### config.mk
export PLATFORM = sky130hd
export DESIGN_NAME = plane_serializer
export DESIGN_NICKNAME = d
export VERILOG_FILES = /design/src/rtl/plane_ser_pkg.sv /design/src/rtl/plane_ser_mode_dec.sv /design/src/rtl/plane_ser_ctrl.sv /design/src/rtl/plane_ser_pix_mux.sv /design/src/rtl/plane_serializer.sv
export SDC_FILE = /design/constraint.sdc
export NUM_CORES = 1
export LEC_CHECK = 0
export BUFFER_PORTS_ARGS = -buffer_cell sky130_fd_sc_hd__buf_2
export CORE_AREA = 2 2 71 80
export DETAILED_ROUTE_END_ITERATION = 16
export DIE_AREA = 0 0 73 82
export GPL_ROUTABILITY_DRIVEN = 0
export PLACE_DENSITY = 0.69
export SKIP_CTS_REPAIR_TIMING = 1
export SLEW_MARGIN = 20
export SYNTH_ARGS = -nofsm -noshare
export SYNTH_HDL_FRONTEND = slang
export SYNTH_SLANG_ARGS = --single-unit
### constraint.sdc
create_clock -name clk_i -period 1.6 [get_ports clk_i]
set_input_delay 0.32 -clock clk_i [delete_from_list [all_inputs] [get_ports clk_i]]
set_output_delay 0.32 -clock clk_i [all_outputs]
set_load 0.005 [all_outputs]
### src/rtl/plane_ser_pkg.sv
package plane_ser_pkg;
  localparam int unsigned PLANES  = 4;
  localparam int unsigned BYTE_W  = 8;
  localparam int unsigned WORD_W  = PLANES * BYTE_W;
  localparam int unsigned PIX_W   = PLANES;
  localparam int unsigned DOTS    = BYTE_W;
  localparam int unsigned IDX_W   = $clog2(DOTS);

  typedef enum logic [1:0] {
    SH_SINGLE = 2'd0,
    SH_ILV    = 2'd1,
    SH_256    = 2'd2
  } shift_mode_e;
endpackage

### src/rtl/plane_ser_mode_dec.sv
module plane_ser_mode_dec
  import plane_ser_pkg::*;
(
  input  logic        shift256_i,
  input  logic        shift_ilv_i,
  output shift_mode_e mode_o
);
  // 256-colour shift wins over interleave
  always_comb begin
    if (shift256_i)       mode_o = SH_256;
    else if (shift_ilv_i) mode_o = SH_ILV;
    else                  mode_o = SH_SINGLE;
  end
endmodule

### src/rtl/plane_ser_ctrl.sv
module plane_ser_ctrl
  import plane_ser_pkg::*;
(
  input  logic               clk_i,
  input  logic               rst_ni,
  input  logic               dot_en_i,
  input  logic               load_i,
  input  logic [WORD_W-1:0]  planes_i,
  input  shift_mode_e        mode_i,
  output logic [WORD_W-1:0]  word_o,
  output shift_mode_e        mode_o,
  output logic [IDX_W-1:0]   idx_o,
  output logic               valid_o
);
  localparam logic [IDX_W-1:0] LAST = IDX_W'(DOTS - 1);

  logic take;
  assign take = dot_en_i && load_i;

  always_ff @(posedge clk_i or negedge rst_ni) begin
    if (!rst_ni) begin
      word_o  <= '0;
      mode_o  <= SH_SINGLE;
      idx_o   <= '0;
      valid_o <= 1'b0;
    end else if (take) begin
      word_o  <= planes_i;
      mode_o  <= mode_i;
      idx_o   <= '0;
      valid_o <= 1'b1;
    end else if (dot_en_i && valid_o) begin
      if (idx_o == LAST) begin
        valid_o <= 1'b0;
        idx_o   <= '0;
      end else begin
        idx_o   <= idx_o + 1'b1;
      end
    end
  end

  AST_LOAD_STARTS: assert property (@(posedge clk_i) disable iff (!rst_ni)
    (dot_en_i && load_i) |=> (valid_o && idx_o == '0));
  AST_STEP_ONE: assert property (@(posedge clk_i) disable iff (!rst_ni)
    (dot_en_i && !load_i && valid_o && idx_o != LAST) |=> (valid_o && idx_o == $past(idx_o) + 1'b1));
  AST_HOLD_NO_EN: assert property (@(posedge clk_i) disable iff (!rst_ni)
    !dot_en_i |=> ($stable(idx_o) && $stable(valid_o) && $stable(word_o)));
  AST_LAST_DROPS: assert property (@(posedge clk_i) disable iff (!rst_ni)
    (dot_en_i && !load_i && valid_o && idx_o == LAST) |=> !valid_o);
  AST_CHAIN_NO_GAP: assert property (@(posedge clk_i) disable iff (!rst_ni)
    (dot_en_i && load_i && valid_o && idx_o == LAST) |=> (valid_o && idx_o == '0));
endmodule

### src/rtl/plane_ser_pix_mux.sv
module plane_ser_pix_mux
  import plane_ser_pkg::*;
(
  input  logic [WORD_W-1:0] word_i,
  input  shift_mode_e       mode_i,
  input  logic [IDX_W-1:0]  idx_i,
  input  logic              valid_i,
  output logic [PIX_W-1:0]  pix_o
);
  logic [BYTE_W-1:0] pl [PLANES];
  logic [PIX_W-1:0]  sgl;
  logic [PIX_W-1:0]  ilv;
  logic [PIX_W-1:0]  c256;

  for (genvar n = 0; n < PLANES; n++) begin : g_plane
    assign pl[n]  = word_i[n*BYTE_W +: BYTE_W];
    // single shift: MSB first, plane n feeds pixel bit n
    assign sgl[n] = pl[n][3'd7 - idx_i];
  end

  // interleaved: pairs from planes 0/2, then 1/3
  logic [2:0] ph, plo;
  logic [1:0] lo_p, hi_p;
  assign ph   = 3'd7 - {idx_i[1:0], 1'b0};
  assign plo  = ph - 3'd1;
  assign lo_p = {1'b0, idx_i[2]};
  assign hi_p = {1'b1, idx_i[2]};
  assign ilv  = {pl[hi_p][ph], pl[hi_p][plo], pl[lo_p][ph], pl[lo_p][plo]};

  // 256-colour: high nibble then low nibble, plane by plane
  logic [1:0] np;
  assign np   = idx_i[2:1];
  assign c256 = idx_i[0] ? pl[np][3:0] : pl[np][7:4];

  always_comb begin
    unique case (mode_i)
      SH_ILV:  pix_o = ilv;
      SH_256:  pix_o = c256;
      default: pix_o = sgl;
    endcase
    if (!valid_i) pix_o = '0;
  end
endmodule

### src/rtl/plane_serializer.sv
module plane_serializer
  import plane_ser_pkg::*;
(
  input  logic              clk_i,
  input  logic              rst_ni,
  input  logic              dot_en_i,
  input  logic              load_i,
  input  logic [WORD_W-1:0] planes_i,
  input  logic              shift256_i,
  input  logic              shift_ilv_i,
  output logic [PIX_W-1:0]  pix_o,
  output logic              pix_valid_o
);
  shift_mode_e       mode_in, mode_q;
  logic [WORD_W-1:0] word_q;
  logic [IDX_W-1:0]  idx_q;

  plane_ser_mode_dec u_dec (
    .shift256_i (shift256_i),
    .shift_ilv_i(shift_ilv_i),
    .mode_o     (mode_in)
  );

  plane_ser_ctrl u_ctrl (
    .clk_i   (clk_i),
    .rst_ni  (rst_ni),
    .dot_en_i(dot_en_i),
    .load_i  (load_i),
    .planes_i(planes_i),
    .mode_i  (mode_in),
    .word_o  (word_q),
    .mode_o  (mode_q),
    .idx_o   (idx_q),
    .valid_o (pix_valid_o)
  );

  plane_ser_pix_mux u_mux (
    .word_i (word_q),
    .mode_i (mode_q),
    .idx_i  (idx_q),
    .valid_i(pix_valid_o),
    .pix_o  (pix_o)
  );

  AST_IDLE_ZERO: assert property (@(posedge clk_i) disable iff (!rst_ni)
    !pix_valid_o |-> (pix_o == '0));
  AST_MODE_FROZEN: assert property (@(posedge clk_i) disable iff (!rst_ni)
    !(dot_en_i && load_i) |=> (mode_q == $past(mode_q)));
endmodule

==> impl_metrics.yaml, run 1 <==
timing:
  relative_slew_slack: 0.660
  final_hold_viol_count: 11
  clock-skew-final_ns: 0.000259
  grt_setup_unrepaired: "true"
  period_share: 1.42
  setup_violations: 4
  timing.final.ws_setup_ns: -0.671
  maximum_operating_frequency_ghz: 0.440
  tns_ns: -2.63
  finalHoldWorstSlack_ns: -0.0142
  slew_at_the_pin_closest_to_its_max_slew_limit_ns: 0.510
  timing.final.max_slew_violations: 0
  layout_min_cycle_time_ns: 2.27
global_route:
  grt_start_max_net_pins: 24
  grt_first_pass_wirelength_um: 8630
  globalRouteTotalUtil: 0.195
  grt_pass1_vias: 1776
  antenna_found_initial: 0
  grt_remaining_overflow: 0
synth:
  synth.area.mux_share: 0.379
  netlist_area_um2: 2310
  post_synthesis_net_count: 213
  compound_gate_fraction_of_synth_area: 0.0817
  synth_cell_types: 35
  ys_seq_elements: 38
  synth_simple_gate_area_share: 0.0595
  synthXorXnorAreaFrac: 0
  post_synth.cell_area_avg_um2: 13.5
  synthCells: 171
  synth_sequential_area_ratio: 0.411
  ys_warn_count: 0
  synth_top_family_by_area: "multiplexers"
  post_synth_fa_ha_maj_area_fraction: 0.0216
worst_setup_path:
  startpoint_type: "flip-flop"
  timing.setup.critical_path_class: "reg2out"
  crit-reg2reg-launch: "u_ctrl.idx_o[0]"
  worst_setup_path_end_kind: "output pin"
  worst-endpoint-required_ns: 1.28
  worstPathMaxFanout: 8
  crit_start: "u_ctrl.idx_o[2]"
  timing.critical_path.arrival_ns: 1.95
detailed_routing:
  wire_per_inst_um: 17.8
  wl_met3_um: 237
  route.layer.met1.wl_um: 2390
  routed_wirelength_um: 5730
  dr.pass1.iters: 4
  detailroute.via_count: 1833
  detail_route.iter0.violations: 123
  drc: 0
  drt-vias-per-instance: 5.69
  route.top_layer_used: "met4"
  wl_met2_um: 3030
  ant_nets: 0
clocking:
  clockBufferDepth: 2
  cts-buffers-inserted: 5
  worstSkewPairLatency_ns: 0.29
  clock_sinks: 38
  cts_root_buf: "clkbuf_8"
  cts_max_level: 2
  worst_setup_hold_path_clk_slew_ns: 0.08
  cts_tree: "built"
floorplan:
  floorplan.die.height_um: 82
  design.portCount: 43
  die_area_um2: 5990
  core_um2: 5220
  initial_core_util: 0.443
  std_cell_rows: 28
  dieWidth_um: 73
cells_and_area:
  area.growth.synth_to_final_pct: 33.6
  final_net_count: 303
  fill_cells: 411
  multi_input_area_um2: 1300
  final-seq-area_um2: 956
  num_antenna_cells: 0
  non_filler_instance_count_after_layout: 322
  layout_cell_share_with_drive_strength_beyond_1: 0.611
power_and_ir_drop:
  p_leak_uw: 0.00141
  ir_worst_vdd_mv: 0.776
  total_power_uw: 3150
  pd_cells_nw_per_um2: 1020
run_status:
  violations_in_the_final_reports: "negative hold slack, negative setup slack"
  run_status: "finished, violations left"
placement:
  place.detailed.instances: 305
  dp_hpwl_um: 4210
  io_buffers: 42
flow_run:
  max_cap_viol_count: 0
hold_path:
  hold_path.class: "in2async"
[cell type report]
class | instances | share of cell area
multi-input cells | 117 | 0.420
clock buffers | 8 | 0.0356
repair buffers | 93 | 0.203
inverters | 6 | 0.00729
well taps | 60 | 0.0243
flip-flops and latches | 38 | 0.309
[sequential cells by signal, indices dropped and copies added, names as in the netlist]
name	flops
u_ctrl.word_o	32
u_ctrl.idx_o	3
u_ctrl.mode_o	2
u_ctrl.valid_o	1
[Yosys cell counts (all sizes together)]
| library cell | instances | share of area |
|---|---|---|
| o2111ai | 1 | 0.0038 |
| a311o | 1 | 0.0043 |
| a21oi | 4 | 0.0087 |
| nor2b | 2 | 0.0054 |
| nand2 | 14 | 0.023 |
| and3 | 1 | 0.0027 |
| a211o | 2 | 0.0076 |
| buf | 10 | 0.037 |
| o211a | 1 | 0.0043 |
| a221oi | 1 | 0.0038 |
| dfrtp | 38 | 0.41 |
| nand3 | 1 | 0.0022 |
| a211oi | 2 | 0.0087 |
| o211ai | 3 | 0.0097 |
| and3b | 1 | 0.0038 |
| nand2b | 5 | 0.014 |
| o22ai | 1 | 0.0027 |
| a22o | 3 | 0.011 |
| nor2 | 2 | 0.0032 |
| o21ai | 6 | 0.013 |
| o221ai | 1 | 0.0038 |
| mux4 | 18 | 0.18 |
| mux2 | 33 | 0.16 |
| inv | 5 | 0.0081 |
| clkinv | 1 | 0.0016 |
| mux2i | 8 | 0.035 |
| and2b | 1 | 0.0032 |
| ha | 4 | 0.022 |
| nand4 | 1 | 0.0027 |
[worst max-delay path, cell delays in order, from the launching register on]
cell and delay, ns:
dfrtp_4 0.50, buf_4 0.16, buf_4 0.16, nand2b_4 0.15, a211o_1 0.28, o22ai_2 0.18
a211o_1 0.12, buf_2 0.10
[path summary, 6_finish.rpt]
check / end / slack [ns] / cells after the start
worst max-delay path: pix_o[1] / -0.67 / 7
worst min-delay path: u_ctrl.word_o[23] / -0.01 / 1
worst max register to register: u_ctrl.idx_o[2] / 0.05 / 5
worst min register to register: u_ctrl.mode_o[1] / 0.54 / 1
max in group asynchronous: u_ctrl.word_o[1] / 1.08 / 2
min in group clk_i: u_ctrl.word_o[29] / 0.25 / 2
[where the power goes]
group | switching [uW] | internal [uW]
clock | 339 | 435
sequential | 151 | 1100
combinational | 444 | 680
total | 934 | 2210
[metal layers]
layer / GRT usage / up-vias
met5: 0 / -
met4: 0.0685 / 0
met3: 0.0417 / 5
met2: 0.334 / 53
met1: 0.243 / 936
li1: - / 839
[logic make-up after synthesis]
logic type / count (synthesis)
muxes: 59
buffers and inverters: 16
AOI/OAI and AO/OA: 26
and+or+nand+nor: 28
adders and majority gates: 4
DFF: 38
[placed cells by master (no fill, tap or decap), drive strengths merged, types with 2 or more instances in the layout]
cell     n
o211ai   3
a211o    2
clkbuf   8
inv      5
nand2b   5
mux2i    8
nor2b    2
a21oi    4
o21ai    6
mux4    18
a22o     3
mux2    33
buf     93
ha       4
nand2   14
dfrtp   38
a211oi   2
nor2     2
[per-stage QoR]
| step | util | setup slack (ns) | hold WS, ns | cell area (um^2) |
|---|---|---|---|---|
| final | 0.592 | -0.671 | -0.0142 | 3090 |
| after global routing | 0.592 | -0.762 | 0.0144 | 3090 |
| after CTS | 0.565 | -0.729 | 0.00639 | 2950 |
| after detailed placement | 0.544 | -0.392 | 0.325 | 2840 |
| after global placement | 0.544 | -0.376 | 0.307 | 2840 |
| after floorplan | - | -0.146 | 0.0244 | 2320 |
Power figures use the tool's default switching activity.
==> run 2, diff against run 1 <==
--- a/config.mk
+++ b/config.mk
@@ -6,13 +6,14 @@
 export NUM_CORES = 1
 export LEC_CHECK = 0
 export BUFFER_PORTS_ARGS = -buffer_cell sky130_fd_sc_hd__buf_2
-export CORE_AREA = 2 2 71 80
+export CORE_AREA = 2 2 76 85
 export DETAILED_ROUTE_END_ITERATION = 16
-export DIE_AREA = 0 0 73 82
+export DIE_AREA = 0 0 78 87
 export GPL_ROUTABILITY_DRIVEN = 0
-export PLACE_DENSITY = 0.69
+export PLACE_DENSITY = 0.68
 export SKIP_CTS_REPAIR_TIMING = 1
 export SLEW_MARGIN = 20
 export SYNTH_ARGS = -nofsm -noshare
 export SYNTH_HDL_FRONTEND = slang
+export SYNTH_HIERARCHICAL = 1
 export SYNTH_SLANG_ARGS = --single-unit
==> run 2 against run 1 <==
Via count is 2.8% higher. Sequential share of layout area is 2.6 points lower. Non-clock buffer count is 4 higher. Global-route usage is 1.1 points lower. Fmax is 1.2% lower. First-iteration DRC count is 50% higher. Clock-buffer cell count is 1 lower. Cell area is 9.2% higher. The flow finishes with violations (negative setup slack). Area after synthesis is 14% higher. Critical path type unchanged. Register-to-register slack better by 0.02 ns.
==> impl_metrics.yaml, run 2 <==
timing:
  maximum_operating_frequency_ghz: 0.435
  relative_slew_slack: 0.705
  grt_setup_unrepaired: "true"
  tns_ns: -2.62
  clock-skew-final_ns: 0.00427
  final_hold_viol_count: 0
  slew_at_the_pin_closest_to_its_max_slew_limit_ns: 0.442
  timing.final.max_slew_violations: 0
  timing.final.ws_setup_ns: -0.698
  period_share: 1.44
  layout_min_cycle_time_ns: 2.30
  setup_violations: 4
synth:
  synthCells: 185
  synth_sequential_area_ratio: 0.361
  synthMostInstantiatedCell: "dfrtp_1"
  synth_top_flop_cell: "dfrtp_1"
  ys_seq_elements: 38
  netlist_area_um2: 2630
  ys_warn_count: 6
  post_synth.cell_area_avg_um2: 14.2
  synth_cell_types: 41
  synthTopCellsByArea: "dfrtp_1, mux2_4, mux4_2"
  synth-edff-count: 0
  post-synth-top-area-fraction: 0.361
  yosys.area.top_type: "dfrtp_1"
  synthArstFlopShare: 1.00
  synth.cells.most_frequent: "dfrtp_1, mux2_4, mux4_2, mux2_2, inv_1"
  post_synthesis_net_count: 227
placement:
  dp_hpwl_um: 4470
  io_buffers: 42
  place.detailed.instances: 340
power_and_ir_drop:
  power.share.sequential: 0.368
  clock_power_share: 0.197
  total_switching_power_uw: 1070
  p_leak_uw: 0.00154
  total_power_uw: 3480
  pd_cells_nw_per_um2: 1030
  int_power_uw: 2410
  ir_worst_vdd_mv: 0.560
  share_comb_of_total_power: 0.435
  switching_share: 0.308
cells_and_area:
  core_occupancy_in_the_finished_layout: 0.561
  layout_cell_share_with_drive_strength_beyond_1: 0.665
  flip_flop_count_of_the_largest_register_after_layout: 32
  layout_commonest_cell: "buf_4"
  reg.largest.list: "u_ctrl/word_o (32), u_ctrl/idx_o (3), u_ctrl/mode_o (2)"
  area.growth.synth_to_final_pct: 28.0
  final_cell_mix: "buf_4, buf_2, dfrtp_1, mux2_4, mux4_2"
  top_register: "u_ctrl/word_o"
  final_net_count: 316
  non_filler_instance_count_after_layout: 355
  num_antenna_cells: 0
  fill_cells: 516
detailed_routing:
  ant_nets: 0
  wire_per_inst_um: 16.7
  drc: 0
  drt-vias-per-instance: 5.31
  routed_wirelength_um: 5930
  detail_route.iter0.violations: 185
  detailroute.via_count: 1885
  dr.pass1.iters: 4
clocking:
  cts_max_level: 2
  clockBufferDepth: 2
  worst_setup_hold_path_clk_slew_ns: 0.07
  clock_sinks: 38
  cts_tree: "built"
  cts-buffers-inserted: 5
  cts_root_buf: "clkbuf_8"
  worstSkewPairLatency_ns: 0.30
hold_path:
  hold_path.class: "in2reg"
  hold_path_startpoint: "planes_i[31]"
global_route:
  grt_remaining_overflow: 0
  globalRouteTotalUtil: 0.184
  grt_start_max_net_pins: 35
  antenna_found_initial: 0
  grt_first_pass_wirelength_um: 9400
  grt_pass1_vias: 1848
worst_setup_path:
  path_cells: "buf_4 > mux4_2 > nor2_1 > nor4_1 > or3_1 > buf_2"
  maximum_cell_stage_delay_along_the_critical_path_ns: 0.48
  path_delay_family: "simple AND/OR/NAND/NOR gates"
  worstPathMaxFanout: 6
  timing.setup.critical_path_class: "reg2out"
  timing.critical_path.arrival_ns: 1.98
  startpoint_type: "flip-flop"
  critical_path.slowest_cell: "mux4_2"
  worst_setup_path_end_kind: "output pin"
  crit_buf_inv: 2
  crit_start: "u_ctrl/idx_o[1]"
  worst-endpoint-required_ns: 1.28
  crit-reg2reg-launch: "u_ctrl/idx_o[0]"
run_status:
  violations_in_the_final_reports: "negative setup slack"
  run_status: "finished, violations left"
floorplan:
  dieWidth_um: 78
  core_um2: 6010
  floorplan.die.height_um: 87
  design.portCount: 43
  std_cell_rows: 30
  die_area_um2: 6790
  initial_core_util: 0.439
flow_run:
  max_cap_viol_count: 0
[run 2: area by class of cell]
class | instances | area (um^2) | share of cell area
Inverter | 7 | 26.3 | 0.00779
Multi-Input combinational cell | 125 | 1540 | 0.458
Clock buffer | 7 | 86.3 | 0.0256
Clock inverter | 1 | 5.00 | 0.00148
Sequential cell | 38 | 955 | 0.283
Timing Repair Buffer | 97 | 657 | 0.195
Tap cell | 80 | 100 | 0.0297
[run 2: per-layer routing]
metal	share of wire	up-vias	wire [um]	GRT usage
li1	-	893	-	-
met1	0.44	924	2600	0.247
met2	0.48	60	2870	0.287
met3	0.056	8	334	0.0394
met4	0.022	0	133	0.0845
met5	0	-	0	0
[run 2: worst paths after layout]
check,end,slack (ns),depth (start not counted)
setup / recovery,pix_o[1],-0.70,6
hold / removal,u_ctrl/word_o[31],0.24,2
setup reg to reg,u_ctrl/idx_o[0],0.07,6
hold reg to reg,u_ctrl/word_o[19],0.56,1
max in group asynchronous,u_ctrl/idx_o[2],0.63,3
min in group asynchronous,u_ctrl/word_o[20],0.50,2
[run 2: through the flow]
step / worst slack, ns / area, um^2 / hold WS [ns]
global route: -0.765 / 3370 / 0.234
global placement: -0.414 / 3140 / 0.284
CTS: -0.778 / 3230 / -0.0399
floorplan: -0.276 / 2660 / 0.0244
detailed placement: -0.441 / 3140 / 0.284
finish: -0.698 / 3370 / 0.245
[run 2: cells by family (layout without fill, tap and decap cells)]
logic type | Yosys count | in the layout | share of synthesized area
AOI/OAI and AO/OA | 22 | 22 | 0.0665
adders and majority gates | 4 | 4 | 0.0190
buffers and inverters | 22 | 112 | 0.0836
DFF | 38 | 38 | 0.361
muxes | 60 | 60 | 0.371
and+or+nand+nor | 39 | 39 | 0.0988
[run 2: power groups by stage]
stage	Sequential (uW)	Combinational, uW	Clock, uW
3_5_place_dp	1290	1390	0
6_report	1280	1510	686
4_1_cts	1270	1390	708
3_3_place_gp	1280	1360	0
2_1_floorplan	1220	976	0
5_1_grt	1300	1630	741
